===== src/rtl/fexc_pkg.sv =====
package fexc_pkg;
  localparam int CODE_W = 2;
  typedef enum logic [CODE_W-1:0] {
    EXC_NONE = 2'd0,
    EXC_PF   = 2'd1,
    EXC_AF   = 2'd2,
    EXC_GPF  = 2'd3
  } exc_code_t;

  // Priority: translation > protection > ECC/corruption access fault
  function automatic exc_code_t pick_code(input exc_code_t xlat,
                                          input logic prot_af,
                                          input logic array_af);
    if (xlat != EXC_NONE) return xlat;
    if (prot_af)          return EXC_AF;
    if (array_af)         return EXC_AF;
    return EXC_NONE;
  endfunction
endpackage


===== src/rtl/fexc_ecc_gate.sv =====
module fexc_ecc_gate (
  input  logic meta_ecc_err_i,
  input  logic data_ecc_err_i,
  input  logic l2_corrupt_i,
  input  logic parity_en_i,
  output logic array_af_o,
  output logic meta_cancel_o,
  output logic err_any_o
);
  logic local_err;
  assign local_err     = meta_ecc_err_i | data_ecc_err_i;
  assign array_af_o    = (parity_en_i & local_err) | l2_corrupt_i;
  assign meta_cancel_o = parity_en_i & meta_ecc_err_i;
  assign err_any_o     = local_err | l2_corrupt_i;
endmodule


===== src/rtl/fexc_prio.sv =====
module fexc_prio
  import fexc_pkg::*;
(
  input  logic [CODE_W-1:0] xlat_exc_i,
  input  logic              pmp_fault_i,
  input  logic              array_af_i,
  input  logic              meta_cancel_i,
  output logic [CODE_W-1:0] code_o,
  output logic              cancel_o
);
  assign code_o   = pick_code(exc_code_t'(xlat_exc_i), pmp_fault_i, array_af_i);
  assign cancel_o = (xlat_exc_i != EXC_NONE) | pmp_fault_i | meta_cancel_i;
endmodule


===== src/rtl/fexc_merge.sv =====
module fexc_merge
  import fexc_pkg::*;
(
  input  logic              clk,
  input  logic              rst_n,
  input  logic              fetch_vld_i,
  input  logic [CODE_W-1:0] xlat_exc_i,
  input  logic              pmp_fault_i,
  input  logic              meta_ecc_err_i,
  input  logic              data_ecc_err_i,
  input  logic              l2_corrupt_i,
  input  logic              parity_en_i,
  output logic              exc_vld_o,
  output logic [CODE_W-1:0] exc_code_o,
  output logic              req_cancel_o,
  output logic              data_bad_o,
  output logic              err_pulse_o
);
  // Named internal events for the checker
  logic              array_af_w;
  logic              meta_cancel_w;
  logic              err_any_w;
  logic [CODE_W-1:0] code_w;
  logic              cancel_w;

  fexc_ecc_gate u_gate (
    .meta_ecc_err_i (meta_ecc_err_i),
    .data_ecc_err_i (data_ecc_err_i),
    .l2_corrupt_i   (l2_corrupt_i),
    .parity_en_i    (parity_en_i),
    .array_af_o     (array_af_w),
    .meta_cancel_o  (meta_cancel_w),
    .err_any_o      (err_any_w)
  );

  fexc_prio u_prio (
    .xlat_exc_i    (xlat_exc_i),
    .pmp_fault_i   (pmp_fault_i),
    .array_af_i    (array_af_w),
    .meta_cancel_i (meta_cancel_w),
    .code_o        (code_w),
    .cancel_o      (cancel_w)
  );

  always_ff @(posedge clk) begin
    if (!rst_n) begin
      exc_vld_o    <= 1'b0;
      exc_code_o   <= EXC_NONE;
      req_cancel_o <= 1'b0;
      data_bad_o   <= 1'b0;
      err_pulse_o  <= 1'b0;
    end else begin
      exc_vld_o    <= fetch_vld_i;
      exc_code_o   <= fetch_vld_i ? code_w : EXC_NONE;
      req_cancel_o <= fetch_vld_i & cancel_w;
      data_bad_o   <= fetch_vld_i & (code_w != EXC_NONE);
      err_pulse_o  <= fetch_vld_i & err_any_w;
    end
  end
endmodule


===== config.mk =====
export PLATFORM = sky130hd
export DESIGN_NAME = fexc_merge
export DESIGN_NICKNAME = d
export VERILOG_FILES = /design/src/rtl/fexc_pkg.sv /design/src/rtl/fexc_ecc_gate.sv /design/src/rtl/fexc_prio.sv /design/src/rtl/fexc_merge.sv
export SDC_FILE = /design/constraint.sdc
export NUM_CORES = 1
export LEC_CHECK = 0
export BUFFER_PORTS_ARGS = -buffer_cell sky130_fd_sc_hd__buf_4
export CORE_AREA = 2 2 39 41
export CTS_BUF_LIST = sky130_fd_sc_hd__clkbuf_8
export CTS_CLUSTER_DIAMETER = 120
export DETAILED_ROUTE_END_ITERATION = 7
export DIE_AREA = 0 0 41 43
export HOLD_SLACK_MARGIN = 0.1
export PLACE_DENSITY_LB_ADDON = 0.12
export SETUP_SLACK_MARGIN = 0.05
export SLEW_MARGIN = 20
export SYNTH_ARGS = -nofsm -noshare
export SYNTH_HDL_FRONTEND = slang
export SYNTH_SLANG_ARGS = --single-unit

===== constraint.sdc =====
create_clock -name clk -period 0.8 [get_ports clk]
set_input_delay 0.04 -clock clk [delete_from_list [all_inputs] [get_ports clk]]
set_output_delay 0.04 -clock clk [all_outputs]
set_load 0.05 [all_outputs]

After elaboration in Yosys (flattened, before gate mapping)

Cells that the tools add are included.

Mux-type cells: 12
Bitwise logic cells: 10
Reductions and logical operators: 3

Operators by type and width:

| cell                | count |
|---|---|
| 2-bit two-way mux   | 6 |
| 1-bit two-way mux   | 6 |
| 1-bit bitwise AND   | 5 |
| 1-bit bitwise OR    | 5 |
| 2-bit nonzero test  | 2 |
| 2-bit AND reduction | 1 |

Register bits: 6
Input port bits: 10
Output and inout port bits: 6
Word-level logic and storage cells: 30

Logic depth before layout (Yosys ltp)

Gate-level depths: netlist of the first run.

Depth in word-level cells: 11
Mapped depth: 2
Gate-level depth less buffers: 2

By module

Synthesis of the first run repeated with hierarchy kept, for this count alone.

Cells, all modules: 20
Area, all modules: 209.0 um^2

By module, submodules not included:

| module        | instances | cells an instance | area an instance (um^2) | seq. area each (um^2) |
|---|---|---|---|---|
| fexc_merge    | 1         | 12                | 162.7                   | 120.1 |
| fexc_ecc_gate | 1         | 4                 | 23.8                    | 0.0 |
| fexc_prio     | 1         | 4                 | 22.5                    | 0.0 |

Least setup slack after synthesis of the first run

No wires, ideal clock.

Path kind: register -> output
Start point: reg data_bad_o
End point: out data_bad_o
Arrival time: 0.587 ns
Data required time: 0.760 ns
Slack: 0.173 ns
Stages on the path, launching flop included: 1
Buffers on the path: 0
Cell sequence: dfxtp_1

RTL lines:

| element                | line             | RTL |
|---|---|---|
| from (decl)            | fexc_merge.sv:16 | `output logic data_bad_o,` |
| from (signal assigned) | fexc_merge.sv:56 | `data_bad_o <= fetch_vld_i & (code_w != EXC_NONE);` |

No word-level cell between the ends.

Final worst setup path of the first run

Start point: reg exc_code_o[0]
End point: out exc_code_o[0]

RTL lines:

| element                | line             | RTL |
|---|---|---|
| from (decl)            | fexc_merge.sv:14 | `output logic [CODE_W-1:0] exc_code_o,` |
| from (signal assigned) | fexc_merge.sv:54 | `exc_code_o <= fetch_vld_i ? code_w : EXC_NONE;` |

No word-level cell between the ends.

==> flow_metrics.tcl, run 1 <==
set metrics [dict create \
    status "completed" \
    syn-cell-area_sq_um 191 \
    num-nets-final 50 \
    area_growth_pct 109 \
    cp.required_ns 0.76 \
    die_h_um 43 \
    rows 14 \
    max_freq_ghz 1.38 \
    holdBufCountCts 1 \
    coreArea_sq_mm 0.00138 \
    root_buffer "clkbuf_8" \
    io_buffers 15 \
    synth_area_per_cell_sq_um 10.1 \
    route.detailed.drc 0 \
    synth_cell_types 9 \
    hold_violations 0 \
    antennaDiodeCount 0 \
    antenna_found_initial 0 \
    critPathCaptureType "primary output" \
    slew_viol_final 0 \
    dp_hpwl_um 391 \
    placed_cells 50 \
    grt_max_degree 7 \
    timing.critical_path.to "exc_code_o[0]" \
    crit_slowest_cell "dfxtp_1" \
    final.min_clock_period_ns 0.727 \
    p_leak_nw 0.191 \
    drtPass1Iterations 2 \
    cp.arrival_ns 0.69 \
    startpoint_type "flip-flop" \
    gp_congestion 0.613 \
    cts_tree "done" \
    yosys_warnings 0 \
    htree_num_levels 1 \
    drive_gt1_share_pct 55.3 \
    path_cells "buf_6" \
    dieWidth_um 41 \
    path_depth 1 \
    path_max_fanout 1 \
    ios 16 \
    synthCells 19 \
    first_global_vias 221 \
    cpPeakStageDelay_ns 0.31 \
    relSlewSlack_pct 82.9 \
    wl_per_cell_um 8.76 \
    cts_buffer_depth 2 \
    tightest_slew_ns 0.256 \
    ys_ff_latch 6 \
    finalCritPeriodShare_pct 90.9 \
    multi_input_area_sq_um 60.1 \
    via_per_inst 3.59 \
    cts_buffers 3 \
    rsz0062_at_grt "true" \
    ff_latch_area_sq_um 123 \
    grt_usage_pct 8.06 \
    drv_cap 0 \
    start_util_pct 13.8 \
    cts_setup_buffers 0 \
    syn-num-nets 29 \
    vdd_ir_drop_max_v 0.000476 \
    clkSinkCount 6 \
    fillers 155 \
    startpoint "exc_code_o[0]$_SDFF_PN0_" \
    hp-class "input pin to flip-flop" \
    die_area_sq_mm 0.00176 \
    route.vias.total 194 \
    totalWireLength_um 473 \
    path_clk_slew_ns 0.04 \
    grt_pass1_wl_um 800 \
    antenna_left 0 \
    criticalPathCategory "flip-flop to primary output" \
    drt_iter0_drc 2 \
    stdcell_count 54 \
    cp_top_family "flip-flops" \
    setup_viol 0 \
    fin_tns_setup_ns 0 \
    powerDensity_mw_per_mm2 2330 \
    crit_buf_inv 1 \
    ys_seq_area_share_pct 62.7 \
    overflow 0 \
]
[state kept, by name (all words and copies together), names as in the netlist]
register	cells
exc_code_o	2
data_bad_o	1
err_pulse_o	1
exc_vld_o	1
req_cancel_o	1
[cell usage in the layout (no fill, tap or decap)]
cell           instances
a2111oi_2              1
a221oi_1               1
a31oi_1                1
buf_4                  9
buf_6                  6
clkbuf_8               3
dfxtp_1                4
dfxtp_2                2
dlygate4sd3_1          1
inv_1                  3
nand2_1                1
nor2_1                 3
nor3_1                 2
o21ai_1                1
[metrics by stage]
| stage | util (%) | power, mW | setup slack, ns | instance area (sq um) | hold slack, ns |
|---|---|---|---|---|---|
| after floorplan | - | 0.402 | 0.173 | 191 | 0.156 |
| after global placement | 23.4 | 0.472 | 0.113 | 324 | 0.268 |
| after detailed placement | 23.4 | 0.474 | 0.0958 | 324 | 0.276 |
| after CTS | 28.5 | 0.949 | 0.0530 | 394 | 0.0460 |
| after global routing | 28.9 | 0.974 | 0.0421 | 400 | 0.0673 |
| final | 28.9 | 0.931 | 0.0728 | 400 | 0.0508 |
[power breakdown]
group | internal [mW] | switching, mW
logic | 0.0707 | 0.0896
clock network | 0.323 | 0.124
registers | 0.318 | 0.00643
[logic make-up after synthesis]
| group | Yosys count | share of synthesized area (%) |
|---|---|---|
| AO/OA/AOI/OAI | 4 | 18.3 |
| buffers and inverters | 3 | 5.88 |
| flip-flops | 6 | 62.7 |
| AND/OR/NAND/NOR | 6 | 13.1 |
[Yosys cell counts]
master     number  share of area [%]
a31oi_1         1                3.3
a221oi_1        1                4.6
nor3_1          2                5.2
dfxtp_1         6                 63
a2111oi_2       1                7.8
o21ai_1         1                2.6
inv_1           3                5.9
nand2_1         1                2.0
nor2_1          3                5.9
[per-layer routing]
metal | up-vias | GRT usage, % | part of all wire, %
met5 | - | 0 | 0
met4 | 0 | 14.0 | 0
met3 | 0 | 4.71 | 6.6
met2 | 10 | 9.06 | 55
met1 | 81 | 6.82 | 38
li1 | 103 | - | -
[how the worst min path moves through the flow]
stage	from	endpoint	slack, ns	cells after the start
4_1_cts	pmp_fault_i	req_cancel_o$_SDFF_PN0_	0.05	3
6_report	pmp_fault_i	req_cancel_o$_SDFF_PN0_	0.05	3
3_3_place_gp	pmp_fault_i	req_cancel_o$_SDFF_PN0_	0.27	3
2_1_floorplan	pmp_fault_i	req_cancel_o$_SDFF_PN0_	0.16	2
3_5_place_dp	pmp_fault_i	req_cancel_o$_SDFF_PN0_	0.28	3
5_1_grt	xlat_exc_i[0]	exc_code_o[1]$_SDFF_PN0_	0.07	2
[layout make-up]
type	instances	area share (%)
Clock buffer	3	10.3
Timing Repair Buffer	16	36.2
Sequential cell	6	30.6
Multi-Input combinational cell	10	15.0
Tap cell	16	5.00
Inverter	3	2.81
[timing repair]
item / CTS / global route
hold endpoints to repair: 4 / 3
setup endpoints to repair: 5 / 3
resized for setup: 5 / 3
Power figures use the tool's default switching activity.
==> inputs of run 2 (changes only) <==
--- a/config.mk
+++ b/config.mk
@@ -5,6 +5,7 @@
 export SDC_FILE = /design/constraint.sdc
 export NUM_CORES = 1
 export LEC_CHECK = 0
+export ABC_AREA = 1
 export BUFFER_PORTS_ARGS = -buffer_cell sky130_fd_sc_hd__buf_4
 export CORE_AREA = 2 2 39 41
 export CTS_BUF_LIST = sky130_fd_sc_hd__clkbuf_8
==> run 2 against run 1 <==
Compared with the run above: die area unchanged; clock power decreased by 2%; sequential share of layout area down 2.8 points; via count increased by 21%; non-clock buffer count increased by 2; final cell count rose by 19%; largest cell class unchanged; largest power group unchanged; highest routed layer unchanged.
==> flow_metrics.tcl, run 2 <==
set metrics [dict create \
    wl_per_cell_um 7.47 \
    yosysTopAreaCell "dfxtp_1" \
    htree_num_levels 1 \
    vdd_ir_drop_max_v 0.000525 \
    path_max_fanout 1 \
    criticalPathCategory "flip-flop to primary output" \
    yosysTopAreaCellShare_pct 55.8 \
    power_uw 934 \
    ys_ff_latch 6 \
    critPathCaptureType "primary output" \
    largest_reg_flops 2 \
    use_met1_pct 7.07 \
    grt_usage_pct 6.73 \
    path_clk_slew_ns 0.04 \
    grt_max_degree 5 \
    antenna_found_initial 0 \
    dieWidth_um 41 \
    status "completed" \
    hold_start "data_ecc_err_i" \
    fin_tns_setup_ns 0 \
    finalCritPeriodShare_pct 92.5 \
    coreArea_sq_mm 0.00138 \
    synth_area_per_cell_sq_um 7.97 \
    grt_pass1_wl_um 703 \
    hold_end "err_pulse_o$_SDFF_PN0_" \
    io_buffers 15 \
    die_h_um 43 \
    overflow 0 \
    die_area_sq_mm 0.00176 \
    hold_depth 3 \
    yosys_warnings 0 \
    rsz0062_at_grt "false" \
    netlist_top_cells_area "dfxtp_1 56%, nand2_1 10%, inv_1 8.7%, nor2_1 7.0%, a21oi_2 4.1%" \
    cts_tree "done" \
    regMostFlops "exc_code_o" \
    drt_iter0_drc 1 \
    drive_gt1_share_pct 45.8 \
    p_leak_nw 0.224 \
    startpoint_type "flip-flop" \
    rows 14 \
    hold_violations 0 \
    slew_viol_final 0 \
    final_common_cell "buf_4" \
    gr-usage-met3_pct 0 \
    yosys-top-cells-count "6 x dfxtp_1, 6 x nand2_1, 5 x inv_1" \
    totalWireLength_um 478 \
    relSlewSlack_pct 88.4 \
    syn-cell-area_sq_um 215 \
    synth_flop_cell "dfxtp_1" \
    cts_buffer_depth 2 \
    synth_edf_count 0 \
    fillers 150 \
    cp.required_ns 0.76 \
    holdBufCountCts 3 \
    num-nets-final 60 \
    ios 16 \
    grt.busiest_layer "met4" \
    synthCells 27 \
    crit_buf_inv 1 \
    antennaDiodeCount 0 \
    multi_input_area_sq_um 76.3 \
    clkSinkCount 6 \
    cpPeakStageDelay_ns 0.29 \
    first_global_vias 203 \
    antenna_left 0 \
    drv_cap 0 \
    final.min_clock_period_ns 0.740 \
    area_growth_pct 105 \
    syn-num-nets 37 \
    synth_cell_types 10 \
    powerDensity_mw_per_mm2 2120 \
    hp-class "input pin to flip-flop" \
    ys_seq_area_share_pct 55.8 \
    path_cells "buf_4" \
    gp_congestion 0.667 \
    async_flop_share_pct 0 \
    max_freq_ghz 1.35 \
    drtPass1Iterations 2 \
    root_buffer "clkbuf_8" \
    mostFrequentLayoutCells "10 x buf_4, 6 x nand2_1, 5 x inv_1, 5 x buf_6" \
    via_per_inst 3.66 \
    ff_latch_area_sq_um 123 \
    cp_top_family "flip-flops" \
    use_met2_pct 8.44 \
    route.vias.total 234 \
    crit_slowest_cell "dfxtp_1" \
    setup_viol 0 \
    cts_buffers 3 \
    cp.arrival_ns 0.70 \
    start_util_pct 15.6 \
    route.detailed.drc 0 \
    tightest_slew_ns 0.172 \
]
run 2: cell families (layout without fill, tap and decap cells):
logic type / count (synthesis) / after routing / share of synthesized area, %
simple gates: 14 / 14 / 29.1
flops: 6 / 6 / 55.8
compound gates: 2 / 2 / 6.39
buf+inv: 5 / 26 / 8.72
run 2: routing by layer:
layer  vias to the layer above  wire, um  share of wire [%]
met1                        97       183                 38
met3                         0        54                 11
met4                         0         0                  0
met2                        12       241                 50
li1                        125         -                  -
met5                         -         0                  0
run 2: timing repair:
| item | CTS | global route |
|---|---|---|
| buffers inserted | 0 | 0 |
| setup endpoints to repair | 2 | 5 |
| endpoints found under the hold margin | 3 | 1 |
| gates resized for setup | 2 | 5 |
run 2: through the flow:
step                instances  setup slack, ns  hold WS, ns  area, sq um  util [%]
floorplan                  27            0.173        0.151          215         -
global placement           58            0.158        0.273          348      25.1
detailed placement         58            0.142        0.276          348      25.1
CTS                        64           0.0507       0.0639          427      30.8
global route               64           0.0518       0.0892          440      31.8
finish                     64           0.0598       0.0676          440      31.8
run 2: cell type report:
type                    instances  share of cell area (%)
repair buffers                 18                    36.6
flip-flops and latches          6                    27.8
multi-input cells              16                    17.3
clock buffers                   3                    9.38
well taps                      16                    4.55
inverters                       5                    4.26
run 2: where the power goes:
group	internal, mW	total, mW	switching, mW
sequential	0.318	0.324	0.00586
combinational	0.0780	0.172	0.0943
clock	0.322	0.438	0.116
run 2: worst max path at each step:
stage,depth (start not counted),start,slack (ns),to
after global routing,1,exc_code_o[0]$_SDFF_PN0_,0.05,exc_code_o[0]
after floorplan,0,data_bad_o$_SDFF_PN0_,0.17,data_bad_o
after CTS,1,exc_code_o[1]$_SDFF_PN0_,0.05,exc_code_o[1]
final,1,exc_vld_o$_SDFF_PN0_,0.06,exc_vld_o
after detailed placement,5,meta_ecc_err_i,0.14,data_bad_o$_SDFF_PN0_
after global placement,5,meta_ecc_err_i,0.16,data_bad_o$_SDFF_PN0_
==> inputs of run 3 (changes only) <==
--- a/config.mk
+++ b/config.mk
@@ -8,7 +8,7 @@
 export ABC_AREA = 1
 export BUFFER_PORTS_ARGS = -buffer_cell sky130_fd_sc_hd__buf_4
 export CORE_AREA = 2 2 39 41
-export CTS_BUF_LIST = sky130_fd_sc_hd__clkbuf_8
+export CTS_BUF_LIST = sky130_fd_sc_hd__clkbuf_4
 export CTS_CLUSTER_DIAMETER = 120
 export DETAILED_ROUTE_END_ITERATION = 7
 export DIE_AREA = 0 0 41 43
==> constraint.sdc (replaced) <==
create_clock -name clk -period 0.8 [get_ports clk]
set_input_delay 0.04 -clock clk [delete_from_list [all_inputs] [get_ports clk]]
set_output_delay 0.04 -clock clk [all_outputs]
set_load 0.01 [all_outputs]
==> run 3 against run 2 <==
Compared with the run above: worst hold slack worse by 0.019 ns; largest cell class unchanged; setup slack improved by 0.038 ns; highest routed layer unchanged; largest power group is now sequential cells; fmax increased by 5.5%.
==> flow_metrics.tcl, run 3 (synthesis gave the netlist of run 2 again) <==
set metrics [dict create \
    via_per_inst 3.67 \
    relSlewSlack_pct 88.4 \
    coreArea_sq_mm 0.00138 \
    max_freq_ghz 1.42 \
    criticalPathCategory "flip-flop to primary output" \
    path_max_fanout 1 \
    htree_num_levels 1 \
    vdd_ir_drop_max_v 0.000409 \
    clkSinkCount 6 \
    num-nets-final 60 \
    tightest_slew_ns 0.172 \
    startpoint_type "flip-flop" \
    overflow 0 \
    drtPass1Iterations 2 \
    fin_tns_setup_ns 0 \
    final_common_cell "buf_4" \
    setup_viol 0 \
    slew_viol_final 0 \
    cts_buffers 3 \
    grt_usage_pct 6.73 \
    holdBufCountCts 3 \
    rows 14 \
    io_buffers 15 \
    drt_iter0_drc 1 \
    hold_depth 3 \
    holdWs_ns 0.0482 \
    first_global_vias 203 \
    ios 16 \
    area_growth_pct 86.0 \
    antenna_found_initial 0 \
    crit_buf_inv 1 \
    largest_reg_flops 2 \
    path_cells "buf_4" \
    cp.required_ns 0.76 \
    dieWidth_um 41 \
    post-place-ws_ns 0.142 \
    drv_cap 0 \
    rsz0062_at_grt "false" \
    grt_max_degree 5 \
    status "completed" \
    gp_congestion 0.667 \
    cpPeakStageDelay_ns 0.29 \
    hold_violations 0 \
    drive_gt1_share_pct 41.7 \
    die_h_um 43 \
    crit_slowest_cell "dfxtp_1" \
    route.vias.total 235 \
    totalWireLength_um 472 \
    powerDensity_mw_per_mm2 1740 \
    antenna_left 0 \
    cts_buffer_depth 2 \
    hold_end "err_pulse_o$_SDFF_PN0_" \
    start_util_pct 15.6 \
    antennaDiodeCount 0 \
    route.detailed.drc 0 \
    regMostFlops "exc_code_o" \
    grt_pass1_wl_um 703 \
    p_leak_nw 0.211 \
    die_area_sq_mm 0.00176 \
    hp-class "input pin to flip-flop" \
    path_clk_slew_ns 0.04 \
    fin_ws_ns 0.0982 \
    cp_top_family "flip-flops" \
    critPathCaptureType "primary output" \
    finalCritPeriodShare_pct 87.7 \
    root_buffer "clkbuf_4" \
    mostFrequentLayoutCells "15 x buf_4, 6 x nand2_1, 6 x dfxtp_1, 5 x inv_1, 4 x nor2_1" \
    hold_start "data_ecc_err_i" \
    wl_per_cell_um 7.38 \
    cts_tree "done" \
    cp.arrival_ns 0.66 \
    final.min_clock_period_ns 0.702 \
]
-- run 3: layer usage --
layer / GRT usage, % / vias to the layer above / routed length [um]
li1: - / 125 / -
met1: 7.07 / 98 / 170
met2: 8.44 / 12 / 240
met3: 0 / 0 / 61
met4: 12.0 / 0 / 0
met5: 0 / - / 0
-- run 3: worst max path at each step --
| stage | start | end | slack (ns) | cells after the start |
|---|---|---|---|---|
| after global placement | meta_ecc_err_i | data_bad_o$_SDFF_PN0_ | 0.16 | 5 |
| after global routing | err_pulse_o$_SDFF_PN0_ | err_pulse_o | 0.07 | 1 |
| final | req_cancel_o$_SDFF_PN0_ | req_cancel_o | 0.1 | 1 |
| after floorplan | meta_ecc_err_i | data_bad_o$_SDFF_PN0_ | 0.34 | 4 |
| after CTS | req_cancel_o$_SDFF_PN0_ | req_cancel_o | 0.09 | 1 |
| after detailed placement | meta_ecc_err_i | data_bad_o$_SDFF_PN0_ | 0.14 | 5 |
-- run 3: final cells by class --
type,count,area [sq um]
Clock buffer,3,22.5
Inverter,5,18.8
Fill cell,148,983
Sequential cell,6,120
Multi-Input combinational cell,16,76.3
Timing Repair Buffer,18,143
Tap cell,16,20.0
-- run 3: repair_timing --
item	in CTS	in global routing
setup buffers	0	0
endpoints found under the hold margin	4	1
gates resized for setup	0	0
-- run 3: power by group --
group	switching [mW]	total, mW	internal (mW)
Sequential	0.00351	0.320	0.316
Clock	0.0937	0.262	0.169
Combinational	0.0467	0.115	0.0686
-- run 3: per-stage QoR --
step	area, sq um	power (mW)	instances	util [%]
3_5_place_dp	348	0.431	58	25.1
6_report	400	0.697	64	28.9
3_3_place_gp	348	0.428	58	25.1
5_1_grt	400	0.741	64	28.9
4_1_cts	400	0.716	64	28.9
2_1_floorplan	215	0.362	27	-
